--- config.mk ---
export PLATFORM = sky130hd
export DESIGN_NAME = poh_byte_source_sel
export DESIGN_NICKNAME = d
export VERILOG_FILES = /design/src/rtl/poh_byte_source_sel.sv
export SDC_FILE = /design/constraint.sdc
export NUM_CORES = 1
export LEC_CHECK = 0
export ABC_CLOCK_PERIOD_IN_PS = 3660
export BUFFER_PORTS_ARGS = -buffer_cell sky130_fd_sc_hd__buf_2
export CELL_PAD_IN_SITES_DETAIL_PLACEMENT = 1
export CELL_PAD_IN_SITES_GLOBAL_PLACEMENT = 1
export CORE_AREA = 2 2 83 85
export DETAILED_ROUTE_END_ITERATION = 8
export DIE_AREA = 0 0 85 87
export PLACE_DENSITY = 0.81
export SLEW_MARGIN = 20
export SYNTH_ARGS = -nofsm -noshare
export SYNTH_HDL_FRONTEND = slang
export SYNTH_SLANG_ARGS = --single-unit
--- constraint.sdc ---
create_clock -name clk -period 3.66 [get_ports clk]
set_input_delay 0.366 -clock clk [delete_from_list [all_inputs] [get_ports clk]]
set_output_delay 0.366 -clock clk [all_outputs]
set_load 0.1 [all_outputs]
--- src/rtl/poh_byte_source_sel.sv ---
module poh_byte_source_sel #(
  parameter int C2_POS = 2,
  parameter int F2_POS = 6,
  parameter int CNT_W  = 7
) (
  input  logic       clk,
  input  logic       rst_n,
  input  logic       frame_sync,
  input  logic       ser_data,
  input  logic       reg_wr,
  input  logic [1:0] reg_addr,
  input  logic [7:0] reg_wdata,
  input  logic       byte_load,
  output logic [7:0] f2_byte,
  output logic [7:0] c2_byte,
  output logic [7:0] ctrl_rd,
  output logic [1:0] rei_type,
  output logic [1:0] rdi_type,
  output logic       ais_force
);
  localparam int SLOT_W = CNT_W - 3;
  localparam logic [CNT_W-1:0] CNT_MAX = {CNT_W{1'b1}};

  logic [CNT_W-1:0] cnt, pos;
  logic [7:0] ctrl_q, f2_sw, c2_sw;
  logic [7:0] cap [2];

  assign pos = frame_sync ? '0 : cnt;

  always_ff @(posedge clk or negedge rst_n)
    if (!rst_n)               cnt <= CNT_MAX;
    else if (frame_sync)      cnt <= CNT_W'(1);
    else if (cnt != CNT_MAX)  cnt <= cnt + 1'b1;

  for (genvar g = 0; g < 2; g++) begin : g_slot
    localparam int SLOT = (g == 0) ? C2_POS : F2_POS;
    logic [7:0] sh_q, cap_q;
    logic hit;
    assign hit = pos[CNT_W-1:3] == SLOT_W'(SLOT);
    always_ff @(posedge clk or negedge rst_n)
      if (!rst_n) begin
        sh_q  <= '0;
        cap_q <= '0;
      end else if (hit) begin
        sh_q <= {sh_q[6:0], ser_data};
        if (pos[2:0] == 3'd7) cap_q <= {sh_q[6:0], ser_data};
      end
    assign cap[g] = cap_q;
  end

  always_ff @(posedge clk or negedge rst_n)
    if (!rst_n) begin
      ctrl_q <= '0;
      f2_sw  <= '0;
      c2_sw  <= '0;
    end else if (reg_wr) begin
      case (reg_addr)
        2'd0:    ctrl_q <= reg_wdata & 8'hFD;
        2'd1:    f2_sw  <= reg_wdata;
        2'd2:    c2_sw  <= reg_wdata;
        default: ;
      endcase
    end

  always_ff @(posedge clk or negedge rst_n)
    if (!rst_n) begin
      f2_byte <= '0;
      c2_byte <= '0;
    end else if (byte_load) begin
      f2_byte <= ctrl_q[7] ? cap[1] : f2_sw;
      c2_byte <= ctrl_q[2] ? cap[0] : c2_sw;
    end

  assign ctrl_rd   = ctrl_q;
  assign rei_type  = ctrl_q[6:5];
  assign rdi_type  = ctrl_q[4:3];
  assign ais_force = ctrl_q[0];
endmodule

### Word-level counts from Yosys, hierarchy flattened

Index checks and enable logic that the tools add are counted.

* $add $sub $neg: 1
* $mul: 0
* divide/modulo/power cells: 0
* $lt $le $gt $ge: 0
* equality and inequality tests: 6
* shifts and indexed selects: 0
* mux-type cells: 5
* bitwise operators: 0
* reduce and logical (&&, ||, !) cells: 7

Operators by type and width (number)
* 2-to-1 mux 7 bit: 3
* 2-to-1 mux 8 bit: 2
* AND reduction 2 bit: 5
* adder 7 x 1 -> 7 bit (second input constant): 1
* inequality test 7 bit (second input constant): 1
* equality test 4 x 2 -> 1 bit (second input constant): 1
* equality test 4 x 3 -> 1 bit (second input constant): 1
* equality test 3 bit (second input constant): 1
* equality test 2 x 1 -> 1 bit (second input constant): 1
* equality test 2 bit (second input constant): 1
* logical NOT 2 bit: 1
* nonzero test 2 bit: 1

* flip-flop bits (word level): 76
* bits in latches: 0
* memory bits (writable): 0
* bits in read-only memories: 0
* bits of input ports: 16
* output and inout bits: 29
* word-level logic and storage cells: 29
* memories: 0

### Depth between registers and ports, before layout

* depth after elaboration: 3
* depth in mapped cells: 4
* depth with buffers taken out: 4

### Worst setup path after synthesis

OpenSTA, ideal clock, no wires.

* path type: register -> register
* from: reg cnt[4]
* to: reg g_slot[0].cap_q[0]
* library setup time: 125 ps
* arrival: 1723 ps
* required time: 3535 ps
* slack: 1813 ps
* stages on the path, launching flop included: 4
* buffers on the path: 0
* period minus slack after synthesis: 1847 ps
* cell sequence: dfstp_2 > or4b_4 > nor3b_4 > mux2_2

* cells in the longest elaborated chain, start to end: 3

Ends and longest elaborated chain
* start, declared: RTL line 24 `logic [CNT_W-1:0] cnt, pos;`
* start signal, assigned: RTL line 33 `else if (cnt != CNT_MAX) cnt <= cnt + 1'b1;`
* 2-to-1 mux 7 bit: RTL line 28 `assign pos = frame_sync ? '0 : cnt;`
* equality test 4 x 2 -> 1 bit: RTL line 39 `assign hit = pos[CNT_W-1:3] == SLOT_W'(SLOT);`
* AND reduction 2 bit (no source line)
* end signal, assigned: RTL line 46 `if (pos[2:0] == 3'd7) cap_q <= {sh_q[6:0], ser_data};`
* end, declared: RTL line 37 `logic [7:0] sh_q, cap_q;`

No other way between the ends.
A chain may end at the register's enable or synchronous reset.

### Final worst setup path

* from: reg cnt[4]
* to: reg g_slot[0].cap_q[2]

The elaborated chain is that of the path after synthesis.

==> results.py <==
metrics = {
    "floorplanning": {
        "initial_core_util_pct": 47.7,
        "chipHeight_um": 87,
        "placeableCoreArea_mm2": 0.00657,
        "die_x_um": 85,
        "dieArea_mm2": 0.00740,
        "rows": 30,
        "pin_count": 45,
    },
    "sta": {
        "timing.hold.ws_ps": 1.57,
        "finalCritPeriodShare_pct": 54.4,
        "fin_worst_skew_ps": 9.43,
        "slew_violations": 0,
        "rsz0062_at_grt": "no",
        "hold_viol": 0,
        "fin_tns_setup_ps": 0,
        "slew_headroom_pct": 56.9,
        "finalSetupViolations": 0,
        "max_freq_ghz": 0.502,
        "fin_crit_ps": 1990,
        "fin_ws_ps": 1670,
        "tightestPinTransition_ps": 644,
    },
    "clock_network": {
        "numClockSinks": 76,
        "clkLatencyLatePin_ps": 350,
        "cts_buffers": 9,
        "cts_buffer_depth": 2,
        "cts-resized-gates": 0,
        "htree_levels": 3,
        "cts_root_buf": "clkbuf_8",
        "path_clk_slew_ps": 80,
        "hold_buffers": 0,
        "cts_tree": "yes",
        "post_cts.repair.setup_buffers": 0,
    },
    "detailed_routing": {
        "firstDrtPassIters": 4,
        "vias_per_cell": 5.39,
        "drtAntennaViolNets": 0,
        "vias": 1892,
        "wirelength_um": 6460,
        "drc": 0,
        "drtIter0Drc": 75,
        "wl_per_cell_um": 18.4,
    },
    "layout": {
        "seq_area_mm2": 0.00191,
        "final_area_mm2": 0.00356,
        "num_antenna_cells": 0,
        "drive_gt1_share_pct": 46.5,
        "nNetsFinal": 283,
        "area_delta_synth_final_pct": 13.7,
        "multi_input_area_mm2": 0.00114,
        "fillers": 668,
    },
    "setup_path": {
        "slowest_delay_ps": 570,
        "critPathSlowestCell": "dfstp_2",
        "cp_top_family": "simple AND/OR/NAND/NOR gates",
        "worstPathMaxFanout": 8,
        "worst-setup-path-type": "reg -> reg",
        "setup.worst_path.end_class": "register",
        "arrival_ps": 2230,
        "path_cells": "or4b_4 > nor3b_4 > mux2_2",
        "crit_path_start_kind": "register",
        "crit_buf_inv": 0,
        "required_ps": 3890,
    },
    "global_route": {
        "grt_usage_pct": 19.1,
        "grt_overflow": 0,
        "grt_max_degree": 48,
        "antenna_found_initial": 0,
        "first_global_vias": 2000,
        "grt_pass1_wl_um": 10600,
    },
    "logic_synthesis": {
        "async_flop_share_pct": 100,
        "yosysSeqAreaShare_pct": 61.0,
        "syn_area_mm2": 0.00313,
        "ys_top_cells_by_area": "dfrtp_1 55%, mux2_2 19%, dfstp_2 5.9%, mux2i_1 5.7%, a21oi_1 2.9%",
        "synth-edff-count": 0,
        "post-synth-top-area-cell": "dfrtp_1",
        "synth.distinct_cells": 29,
        "yosysMostFrequentCell": "dfrtp_1",
        "synth_cells": 224,
        "yosys-top-cells-count": "69 x dfrtp_1, 53 x mux2_2, 19 x nor2_1",
        "syn_nets": 241,
        "yosysTopAreaCellShare_pct": 55.1,
        "ys_seq_elements": 76,
        "ys.flop_type": "dfrtp_1",
        "ys_warn_count": 0,
        "syn_avg_cell_area_um2": 14.0,
    },
    "placed_design": {
        "gp_congestion": 0.702,
        "placed_area_mm2": 0.00338,
        "hpwl_um": 4580,
        "io_buffer_count": 43,
        "dp_slack_ps": 1600,
    },
    "run_status": {
        "status": "complete, no violations",
    },
    "pwr": {
        "vdd_drop_max_v": 0.000338,
        "p_total_mw": 2.19,
        "p_leak_nw": 1.70,
        "power_density_mw_per_mm2": 616,
    },
    "min_path": {
        "min_path_type": "in -> async",
    },
    "job": {
        "cap_violations": 0,
    },
}
-- sequential cells by signal, indices dropped and copies added (netlist names) --
name          count
g_slot.cap_q     16
c2_byte           8
f2_sw             8
g_slot.sh_q      14
f2_byte           8
ctrl_rd           7
cnt               7
c2_sw             8
-- logic make-up (layout without fill, tap and decap cells) --
| kind of cell | Yosys count | after routing | share of synthesized area [%] |
|---|---|---|---|
| buffers and inverters | 14 | 61 | 2.63 |
| muxes | 71 | 71 | 24.8 |
| DFF | 76 | 76 | 61.0 |
| adders and majority gates | 1 | 1 | 0.399 |
| and+or+nand+nor | 36 | 36 | 6.55 |
| other | 1 | 1 | 0.120 |
| AOI/OAI and AO/OA | 25 | 25 | 4.55 |
-- layout make-up --
| class | count | area share, % |
|---|---|---|
| flip-flops and latches | 76 | 53.6 |
| well taps | 80 | 2.81 |
| clock inverters | 6 | 1.12 |
| multi-input cells | 134 | 32.0 |
| repair buffers | 45 | 6.53 |
| clock buffers | 10 | 3.86 |
-- report_power, final --
group          switching [mW]  internal [mW]
sequential             0.0671          0.924
combinational           0.507          0.124
clock                   0.309          0.263
-- cell usage in the layout, fill, tap and decap left out, drive strengths merged --
cell      count
nor4b         1
nand2         1
nand2b        2
or4b          1
o21bai        1
nand3b        2
nor2         20
a21boi        1
a31oi         2
a21oi        18
dfstp         7
clkinvlp      1
ha            1
a311oi        2
a211oi        1
dfrtp        69
conb          1
clkinv        5
buf          45
clkbuf       10
nor3b         2
and2          1
nor2b         1
mux2i        18
nand3         2
and3          3
mux2         53
-- metal layers --
layer,routed length (um),vias up,GRT usage [%]
met5,0,-,0
met3,182,7,3.98
li1,-,872,-
met2,3400,30,31.3
met1,2800,983,24.3
met4,82,0,9.24
-- final timing paths --
| check | from | to | slack (ps) | depth (start not counted) |
|---|---|---|---|---|
| setup / recovery | cnt[4] | g_slot[0].cap_q[2] | 1670 | 3 |
| hold / removal | rst_n | ctrl_rd[5] | 2 | 1 |
| setup reg to reg | cnt[4] | g_slot[0].cap_q[2] | 1670 | 3 |
| hold reg to reg | cnt[1] | cnt[1] | 510 | 2 |
| max in group asynchronous | rst_n | f2_sw[4] | 2950 | 2 |
| min in group clk | reg_wdata[2] | f2_sw[2] | 280 | 2 |
-- metrics by stage --
step	std cells	utilization, %
floorplan	224	-
global placement	335	51.5
detailed placement	335	51.5
CTS	351	54.2
global route	351	54.2
finish	351	54.2
No activity file was read; power rests on OpenSTA's default activity.
